File: src/rtl/pair_start_ctrl.sv
module pair_start_ctrl #(
  parameter int PAIRS       = 3,
  parameter int CONV_CYCLES = 18
) (
  input  logic             clk,
  input  logic             rst_n,
  input  logic             standby_n,
  input  logic             sw_mode,
  input  logic             seq_mode,
  input  logic [PAIRS-1:0] pair_sel,
  input  logic [PAIRS-1:0] start,
  output logic [PAIRS-1:0] busy,
  output logic [PAIRS-1:0] done,
  output logic [PAIRS-1:0] pd
);
  localparam int CW = (CONV_CYCLES > 2) ? $clog2(CONV_CYCLES) : 1;
  localparam logic [CW-1:0] LAST = CW'(CONV_CYCLES - 1);

  logic [PAIRS-1:0] start_q, rise, launch;
  logic             gang;

  always_ff @(posedge clk or negedge rst_n)
    if (!rst_n) start_q <= '0;
    else        start_q <= start;

  assign rise   = start & ~start_q;
  assign gang   = sw_mode && !seq_mode;
  assign launch = ~busy & (gang ? ({PAIRS{rise[0]}} & pair_sel) : rise);

  for (genvar i = 0; i < PAIRS; i++) begin : g_pair
    logic          b, d, p;
    logic [CW-1:0] cnt;

    always_ff @(posedge clk or negedge rst_n)
      if (!rst_n) begin
        b <= 1'b0; d <= 1'b0; p <= 1'b0; cnt <= '0;
      end else if (!standby_n) begin
        b <= 1'b0; d <= 1'b0; p <= 1'b0; cnt <= '0;
      end else begin
        d <= 1'b0;
        if (launch[i]) begin
          b   <= 1'b1;
          p   <= 1'b0;
          cnt <= LAST;
        end else if (b) begin
          if (!sw_mode && !start[i]) begin
            b <= 1'b0;
            p <= 1'b1;
          end else if (cnt == '0) begin
            b <= 1'b0;
            d <= 1'b1;
          end else begin
            cnt <= cnt - 1'b1;
          end
        end
      end

    assign busy[i] = b;
    assign done[i] = d;
    assign pd[i]   = p;

    p_done_pulse_r4: assert property (@(posedge clk) disable iff (!rst_n)
      done[i] |=> !done[i]);

    p_done_after_busy_r4: assert property (@(posedge clk) disable iff (!rst_n)
      $rose(done[i]) |-> $past(busy[i]) && !busy[i]);

    p_drop_pd_r3: assert property (@(posedge clk) disable iff (!rst_n)
      busy[i] && standby_n && !sw_mode && !start[i] |=> pd[i] && !busy[i] && !done[i]);

    p_launch_clears_pd_r8: assert property (@(posedge clk) disable iff (!rst_n)
      $rose(busy[i]) |-> !pd[i]);

    p_busy_holds_r7: assert property (@(posedge clk) disable iff (!rst_n)
      busy[i] && standby_n && (cnt != '0) && (sw_mode || start[i]) |=> busy[i]);

    p_standby_quiet_r9: assert property (@(posedge clk) disable iff (!rst_n)
      !standby_n |=> !busy[i] && !done[i] && !pd[i]);
  end
endmodule

File: config.mk
export PLATFORM = sky130hd
export DESIGN_NAME = pair_start_ctrl
export DESIGN_NICKNAME = d
export VERILOG_FILES = /design/src/rtl/pair_start_ctrl.sv
export SDC_FILE = /design/constraint.sdc
export NUM_CORES = 1
export LEC_CHECK = 0
export ABC_CLOCK_PERIOD_IN_PS = 2400
export BUFFER_PORTS_ARGS = -buffer_cell sky130_fd_sc_hd__buf_2
export CAP_MARGIN = 30
export CORE_MARGIN = 4
export CORE_UTILIZATION = 40
export DETAILED_ROUTE_END_ITERATION = 7
export PLACE_DENSITY = 0.62
export SYNTH_ARGS = -nofsm -noshare
export SYNTH_HDL_FRONTEND = slang
export SYNTH_SLANG_ARGS = --single-unit
File: constraint.sdc
create_clock -name clk -period 2.4 [get_ports clk]
set_input_delay 0 -clock clk [delete_from_list [all_inputs] [get_ports clk]]
set_output_delay 0 -clock clk [all_outputs]
set_load 0.05 [all_outputs]
## After elaboration in Yosys (flattened, before gate mapping)

Index checks and enable logic that the tools add are counted.

- Add/subtract/negate cells: 3
- Eq/ne operators: 12
- Multiplexer cells: 58
- Bitwise logic cells: 5
- Reduce and logical (&&, ||, !) cells: 18

Operators with widths:

| operator | number |
|---|---|
| two-way mux 5 bit | 15 |
| two-way mux 1 bit | 42 |
| != test 3 x 1 -> 1 bit (second input constant) | 6 |
| != test 3 bit (second input constant) | 6 |
| zero test 5 bit | 3 |
| subtractor 5 x 1 -> 5 bit (second input constant) | 3 |
| AND 3 bit | 3 |
| AND reduction 3 bit | 3 |
| NOT 3 bit | 2 |
| AND reduction 2 bit | 3 |
| zero test 1 bit | 5 |
| logical AND 1 bit | 4 |
| two-way mux 3 bit | 1 |

- Bits in registers: 27
- Input port bits: 11
- Output and inout port bits: 9
- Word-level logic and storage cells: 109

## Longest topological paths before layout

Gate-level depths: netlist (run 1).

- Depth in word-level cells: 7
- Gate-level depth with buffers: 5
- Depth with buffers taken out: 5

## Worst setup path before layout (run 1)

OpenSTA, ideal clock, no wires.

- Path type: register to register
- From: register g_pair[1].cnt[0]
- To: register g_pair[1].cnt[3]
- Setup time: 0.087 ns
- Arrival: 1.407 ns
- Data required time: 2.313 ns
- Setup slack: 0.906 ns
- Stages on the path, launching flop included: 6
- Buffers on the path: 0
- Period minus slack after synthesis: 1.494 ns
- Cells stage by stage: dfrtp_1 -> inv_1 -> ha_1 -> nor4b_2 -> or4_1 -> a211oi_2

- Cells in the longest elaborated chain, start to end: 6
- Elaborated cells on any way between the ends: 9
- Those cells by class: add/sub: 1; eq/ne: 1; mux: 5; reduce/logical: 2

RTL lines:

| element | line | RTL |
|---|---|---|
| from (decl) | 32 | `logic [CW-1:0] cnt;` |
| from (signal assigned) | 53 | `cnt <= cnt - 1'b1;` |
| subtractor 5 x 1 -> 5 bit | 53 |  |
| two-way mux 5 bit | 49 | `end else if (cnt == '0) begin` |
| two-way mux 5 bit | 46 | `if (!sw_mode && !start[i]) begin` |
| two-way mux 5 bit | 45 | `end else if (b) begin` |
| two-way mux 5 bit | 41 | `if (launch[i]) begin` |
| two-way mux 5 bit | 37 | `end else if (!standby_n) begin` |

Several ways; a longest one is shown, not always the timed one. The select of a mux whose other input is x is not followed.
A chain may end at the register's enable or synchronous reset.

## Worst setup path in the final report (run 1)

- From: register g_pair[2].cnt[0]
- To: register g_pair[2].cnt[1]

- Cells in the longest elaborated chain, start to end: 6
- Elaborated cells on any way between the ends: 9
- Those cells by class: add/sub: 1; eq/ne: 1; mux: 5; reduce/logical: 2

RTL lines:

| element | line |
|---|---|
| from (decl) | 32 |
| from (signal assigned) | 53 |
| subtractor 5 x 1 -> 5 bit | 53 |
| two-way mux 5 bit | 49 |
| two-way mux 5 bit | 46 |
| two-way mux 5 bit | 45 |
| two-way mux 5 bit | 41 |
| two-way mux 5 bit | 37 |

Several ways; a longest one is shown, not always the timed one. The select of a mux whose other input is x is not followed.

==> impl_metrics.tcl, run 1 <==
set metrics [dict create \
    r2r_cells 5 \
    grt_overflow 0 \
    busiest_layer "met2" \
    timing.final.ws_setup_ns 0.742 \
    grt_use_met2_pct 20.7 \
    setup_viol 0 \
    synthArstFlopShare_pct 100 \
    outcome "finished clean" \
    drt-initial-drc-count 56 \
    gp_congestion 0.732 \
    worstSetupPathType "reg -> reg" \
    core_area_sq_mm 0.00347 \
    leakage_uw 0.000707 \
    finalHoldViolations 0 \
    htreeDepth 1 \
    cp.required_ns 2.56 \
    critPathBufInv 1 \
    clk-insertion-delay-late_ns 0.27 \
    crit_chain "inv_1, ha_1, nor4b_1, nor2_1, a2111oi_2" \
    drc_errors 0 \
    end_kind "flop" \
    drv_slew 0 \
    vias 1102 \
    fin_crit_sh_pct 69.1 \
    numPortBuffers 19 \
    clock_skew_ns 0.00351 \
    critPathLaunchType "flop" \
    area_growth_pct 9.36 \
    worst_slew_pin_slew_ns 0.622 \
    die_w_microns 69.2 \
    yosys_warnings 0 \
    cp.depth 5 \
    place_ws_ns 0.754 \
    first_pass_iters 4 \
    ys_ff_latch 27 \
    die-area_sq_mm 0.00479 \
    r2r-start "g_pair[2].cnt[0]" \
    numCtsBuffers 3 \
    endpoint "g_pair[2].cnt[1]" \
    period_minus_slack_ns 1.66 \
    r2r_end "g_pair[2].cnt[1]" \
    wl_microns 2890 \
    grtUsageMet1_pct 18.4 \
    synthesis.nets 156 \
    rsz0062_at_grt "no" \
    synthCells 142 \
    cts_resized 0 \
    synth_area_sq_mm 0.00150 \
    synth_edf_count 0 \
    crit_fanout 4 \
    ys_dominant_reg_cell "dfrtp_1" \
    met3_usage_pct 3.91 \
    antenna_left 0 \
    num_rows 21 \
    avgSynthCellArea_sq_um 10.5 \
    power_density_mw_per_mm2 557 \
    startpoint "g_pair[2].cnt[0]" \
    grt_max_degree 28 \
    diodes 0 \
    post_cts_buffers 0 \
    clk_path_buf_depth 2 \
    synth-seq-area-share_pct 45.1 \
    slew_headroom_pct 58.2 \
    hpwl_microns 2050 \
    maxCapViolCount 0 \
    hp-class "in -> reg" \
    peakVddDrop_v 0.000331 \
    cts-root-buf "clkbuf_8" \
    wl_per_cell_microns 14.3 \
    synth_cell_types 37 \
    clock_sinks 27 \
    worst_path_max_delay_cell "dfrtp_1" \
    reg2reg_slack_ns 0.74 \
    initial_core_util_pct 43.2 \
    grt_antenna_before_repair 0 \
    max_freq_mhz 603 \
    grt_pass1_wl_microns 5230 \
    drive_above_1_share_pct 21.8 \
    nets 171 \
    clk_pin_slew_ns 0.09 \
    slowest_delay_ns 0.42 \
    via_per_inst 5.46 \
    grt_pass1_vias 1070 \
    die_y_microns 69.2 \
    tns_ns 0 \
    cp_data_arrival_time_ns 1.82 \
    critPathTopFamily "simple AND/OR/NAND/NOR gates" \
    cts_tree "yes" \
    ios 20 \
    track_usage_pct 13.3 \
]
state kept, by name, indices dropped and copies added, names as in the netlist:
register and count:
g_pair.cnt 15, g_pair.d 3, g_pair.p 3, start_q 3, g_pair.b 3
per-layer routing:
metal / wire length, microns / vias to the layer above / part of all wire [%]
met3: 116 / 2 / 4.0
li1: - / 544 / -
met1: 1400 / 537 / 49
met4: 22 / 0 / 0.76
met5: 0 / - / 0
met2: 1350 / 19 / 47
worst min-delay path by stage:
stage | start | endpoint | slack, ns | cells past startpoint
after floorplan | rst_n | g_pair[0].b | -0.30 | 0
after global placement | rst_n | g_pair[1].d | 0.05 | 1
after detailed placement | rst_n | g_pair[1].p | 0.05 | 1
after CTS | standby_n | g_pair[0].cnt[0] | 0.06 | 2
after global routing | standby_n | g_pair[0].b | 0.06 | 2
final | standby_n | g_pair[2].cnt[4] | 0.06 | 2
power by group:
part	switching (uW)	internal, uW
combinational	101	65.8
clock	136	119
sequential	18.5	473
worst register-to-register path: cells and delay by family (launching register included):
family / cells / cell delay, ns
buffers and inverters: 1 / 0.09
adders and majority gates: 1 / 0.18
and+or+nand+nor: 2 / 0.51
AOI/OAI and AO/OA: 1 / 0.37
DFF: 1 / 0.42
per-stage QoR:
stage	hold slack (ns)	power, uW	utilization, %	instance area [sq um]	instances
global placement	0.0488	658	44.8	1550	194
finish	0.0580	913	47.2	1640	202
CTS	0.0608	928	47.2	1640	202
global route	0.0624	967	47.2	1640	202
floorplan	-0.296	624	-	1500	142
detailed placement	0.0546	663	44.8	1550	194
cell usage after synthesis, types with 2 or more instances:
| library cell | number | share of area (%) |
|---|---|---|
| buf_4 | 9 | 4.5 |
| clkbuf_1 | 2 | 0.50 |
| ha_1 | 3 | 2.5 |
| o31a_1 | 5 | 2.9 |
| dfrtp_1 | 27 | 45 |
| buf_6 | 2 | 1.5 |
| nor2_1 | 9 | 2.3 |
| or3_1 | 7 | 2.9 |
| o21ai_0 | 5 | 1.7 |
| o21a_1 | 9 | 4.5 |
| o211ai_1 | 2 | 1.0 |
| nand2_1 | 2 | 0.50 |
| o32ai_4 | 2 | 3.7 |
| or2_2 | 2 | 0.84 |
| inv_1 | 10 | 2.5 |
| a21oi_1 | 8 | 2.7 |
| nor3_1 | 9 | 3.0 |
| a211oi_1 | 4 | 2.0 |
| o31ai_1 | 2 | 1.0 |
| nand2b_1 | 3 | 1.3 |
| or4_1 | 4 | 2.0 |
cell usage in the layout (no fill, tap or decap), drive strengths merged:
cell type / instances
a2111oi: 1
a211oi: 5
a21oi: 8
and2b: 1
buf: 19
clkbuf: 4
dfrtp: 27
dlygate4sd3: 4
ha: 3
inv: 10
nand2: 2
nand2b: 3
nand3: 1
nand4bb: 1
nor2: 9
nor3: 9
nor3b: 1
nor4: 1
nor4b: 3
o211ai: 2
o21a: 9
o21ai: 7
o31a: 5
o31ai: 2
o32ai: 2
o41a: 1
o41ai: 1
or2: 2
or3: 8
or4: 4
or4b: 1
timing repair:
action | in CTS | in global routing
endpoints found under the setup margin | 0 | 0
hold buffers | 4 | 0
endpoints found under the hold margin | 30 | 0
layout make-up:
class | instances | area [sq um]
Multi-Input combinational cell | 92 | 687
Sequential cell | 27 | 676
Tap cell | 46 | 57.6
Timing Repair Buffer | 23 | 135
Inverter | 10 | 37.5
Fill cell | 340 | 1830
Clock buffer | 4 | 45.0
cell families after synthesis:
kind of cell | after synthesis | synth area share [%]
AOI/OAI and AO/OA | 43 | 23.6
adders and majority gates | 3 | 2.51
buffers and inverters | 23 | 9.02
DFF | 27 | 45.1
and+or+nand+nor | 46 | 19.7
No activity file was read; power rests on OpenSTA's default activity.
==> run 2: changes to the inputs <==
--- a/config.mk
+++ b/config.mk
@@ -5,7 +5,8 @@
 export SDC_FILE = /design/constraint.sdc
 export NUM_CORES = 1
 export LEC_CHECK = 0
-export ABC_CLOCK_PERIOD_IN_PS = 2400
+export ABC_AREA = 1
+export ABC_CLOCK_PERIOD_IN_PS = 1610
 export BUFFER_PORTS_ARGS = -buffer_cell sky130_fd_sc_hd__buf_2
 export CAP_MARGIN = 30
 export CORE_MARGIN = 4
==> constraint.sdc (replaced) <==
create_clock -name clk -period 1.61 [get_ports clk]
set_input_delay 0 -clock clk [delete_from_list [all_inputs] [get_ports clk]]
set_output_delay 0 -clock clk [all_outputs]
set_load 0.05 [all_outputs]
==> run 2 against run 1 <==
  * Via count rose by 7.9%
  * Global-route usage rose by 0.66 points
  * Non-clock buffer count did not move
  * Worst setup slack got worse by 0.54 ns
  * Synthesized area fell by 0.75%
  * Sequential share of layout area fell by 0.28 points
  * Final cell count rose by 27%
  * Sequential power rose by 53%
  * Wire length fell by 2.3%
  * Final area rose by 0.69%
  * Synthesized cell count rose by 37%
  * Highest routed layer unchanged
==> impl_metrics.tcl, run 2 <==
set metrics [dict create \
    outcome "finished clean" \
    crit_chain "inv_1, ha_1, nand3_1, nand2_2, or2_0, a21oi_1" \
    synth-seq-area-share_pct 45.5 \
    area_growth_pct 10.9 \
    holdPathStages 3 \
    numPortBuffers 19 \
    max_flop_register "g_pair.cnt" \
    finalInstanceArea_sq_mm 0.00165 \
    power_density_mw_per_mm2 896 \
    period_minus_slack_ns 1.41 \
    antenna_left 0 \
    core_area_sq_mm 0.00347 \
    synth.most_common_cell "nand2_1" \
    synth_area_sq_mm 0.00149 \
    grt_pass1_wl_microns 4890 \
    wl_microns 2820 \
    yosysTopAreaCell "dfrtp_1" \
    grt_max_degree 28 \
    fin_crit_sh_pct 87.7 \
    r2r_end "g_pair[1].cnt[1]" \
    tns_ns 0 \
    nets 225 \
    clk_path_buf_depth 2 \
    die_y_microns 69.0 \
    cts-root-buf "clkbuf_8" \
    crit_fanout 9 \
    cts_resized 0 \
    slew_headroom_pct 60.1 \
    ys_dominant_reg_cell "dfrtp_1" \
    synth.top_cells.by_count "50 x nand2_1, 30 x inv_1, 27 x dfrtp_1, 19 x nor2_1, 14 x nand3_1" \
    clk_pin_slew_ns 0.10 \
    vias 1189 \
    max_freq_mhz 708 \
    critPathBufInv 1 \
    peakVddDrop_v 0.000617 \
    diodes 0 \
    synth_cell_types 23 \
    worstSetupPathType "reg -> reg" \
    clk-insertion-delay-late_ns 0.28 \
    worst_slew_pin_slew_ns 0.598 \
    rsz0062_at_grt "no" \
    via_per_inst 4.64 \
    hold_end "g_pair[0].p" \
    maxCapViolCount 0 \
    critPathLaunchType "flop" \
    die_w_microns 69.0 \
    grt_pass1_vias 1113 \
    cp.required_ns 1.82 \
    htreeDepth 1 \
    hp-start "standby_n" \
    worst_path_max_delay_cell "dfrtp_1" \
    synthTopCellsByArea "dfrtp_1 45%, nand2_1 13%, inv_1 7.6%, nor2_1 4.8%, nand3_1 4.7%" \
    r2r_cells 6 \
    reg2reg_slack_ns 0.20 \
    grt_overflow 0 \
    synthArstFlopShare_pct 100 \
    ys_ff_latch 27 \
    first_pass_iters 4 \
    cts_tree "yes" \
    synth_edf_count 0 \
    wl_per_cell_microns 11.0 \
    avgSynthCellArea_sq_um 7.66 \
    finalHoldViolations 0 \
    end_kind "flop" \
    startpoint "g_pair[1].cnt[0]" \
    slowest_delay_ns 0.37 \
    num_rows 21 \
    clock_sinks 27 \
    grt_antenna_before_repair 0 \
    synthesis.nets 208 \
    r2r-start "g_pair[1].cnt[0]" \
    place_area_sq_mm 0.00156 \
    track_usage_pct 13.9 \
    initial_core_util_pct 42.9 \
    numCtsBuffers 3 \
    largest_reg_flops 15 \
    gp_congestion 0.770 \
    final_cell_mix "50 x nand2_1, 30 x inv_1, 27 x dfrtp_1, 19 x nor2_1, 19 x buf_2" \
    cp_data_arrival_time_ns 1.63 \
    yosys_warnings 0 \
    clock_skew_ns 0.0127 \
    leakage_uw 0.000908 \
    synthCells 194 \
    ios 20 \
    drt-initial-drc-count 53 \
    drive_above_1_share_pct 17.6 \
    critPathTopFamily "simple AND/OR/NAND/NOR gates" \
    hp-class "in -> reg" \
    drv_slew 0 \
    setup_viol 0 \
    drc_errors 0 \
    die-area_sq_mm 0.00476 \
    synth_top_area_share_pct 45.5 \
    final_common_cell "nand2_1" \
    hpwl_microns 2080 \
]
-- run 2: changes by cell type after synthesis, sizes merged, moves of 7 or more --
cell and change:
nor3 -7, or3 -8, inv +23, nor2 +13, o21a -9, nand4 +9, nand3 +15, nand2 +53
-- run 2: worst min-delay path, stage by stage --
cell and delay [ns]:
buf_2 0.20, nand2_2 0.11, nor2_1 0.04
-- run 2: logic make-up (layout without fill, tap and decap cells) --
logic type	Yosys count	in the layout	share of synthesized area, %
AOI/OAI and AO/OA	11	11	4.29
xor gates and xnor gates	1	1	0.589
adders and majority gates	3	3	2.53
buffers and inverters	44	60	13.5
DFF	27	27	45.5
and+or+nand+nor	108	108	33.7
-- run 2: worst max-delay path by stage --
stage	slack, ns	depth (start not counted)	to
floorplan	0.35	6	g_pair[1].cnt[1]
global placement	0.22	6	g_pair[1].cnt[1]
detailed placement	0.20	6	g_pair[1].cnt[1]
CTS	0.19	6	g_pair[1].cnt[1]
global route	0.02	7	g_pair[1].cnt[2]
finish	0.20	6	g_pair[1].cnt[1]
-- run 2: per-stage QoR --
| step | cells | util (%) | total power (uW) | worst slack (ns) | hold WS (ns) |
|---|---|---|---|---|---|
| finish | 256 | 47.5 | 1480 | 0.198 | 0.0930 |
| detailed placement | 248 | 45.1 | 1100 | 0.199 | 0.0578 |
| floorplan | 194 | - | 1030 | 0.350 | -0.296 |
| global placement | 248 | 45.1 | 1100 | 0.218 | 0.0487 |
| CTS | 256 | 47.5 | 1500 | 0.188 | 0.0911 |
| global route | 256 | 47.5 | 1590 | 0.0209 | 0.103 |
-- run 2: report_power, final --
group          switching [uW]  total [uW]  internal (uW)
Clock                     215         388            174
Sequential               31.3         751            720
Combinational             227         339            111
-- run 2: layout make-up --
type | instances | area, sq um
fill | 364 | 1820
timing repair buffer | 23 | 135
clock inverter | 1 | 5.00
multi-input combinational | 123 | 611
tap | 46 | 57.6
sequential | 27 | 676
inverter | 33 | 124
clock buffer | 3 | 41.3
-- run 2: metal layers --
layer / wire, microns / GRT usage [%]
met5: 0 / 0
met1: 1420 / 17.6
met3: 131 / 3.89
met4: 19 / 3.65
met2: 1260 / 23.3
-- run 2: repair_timing --
action                    CTS  global route
hold buffers                4             0
hold endpoints to repair   30             0
setup buffers               0             0
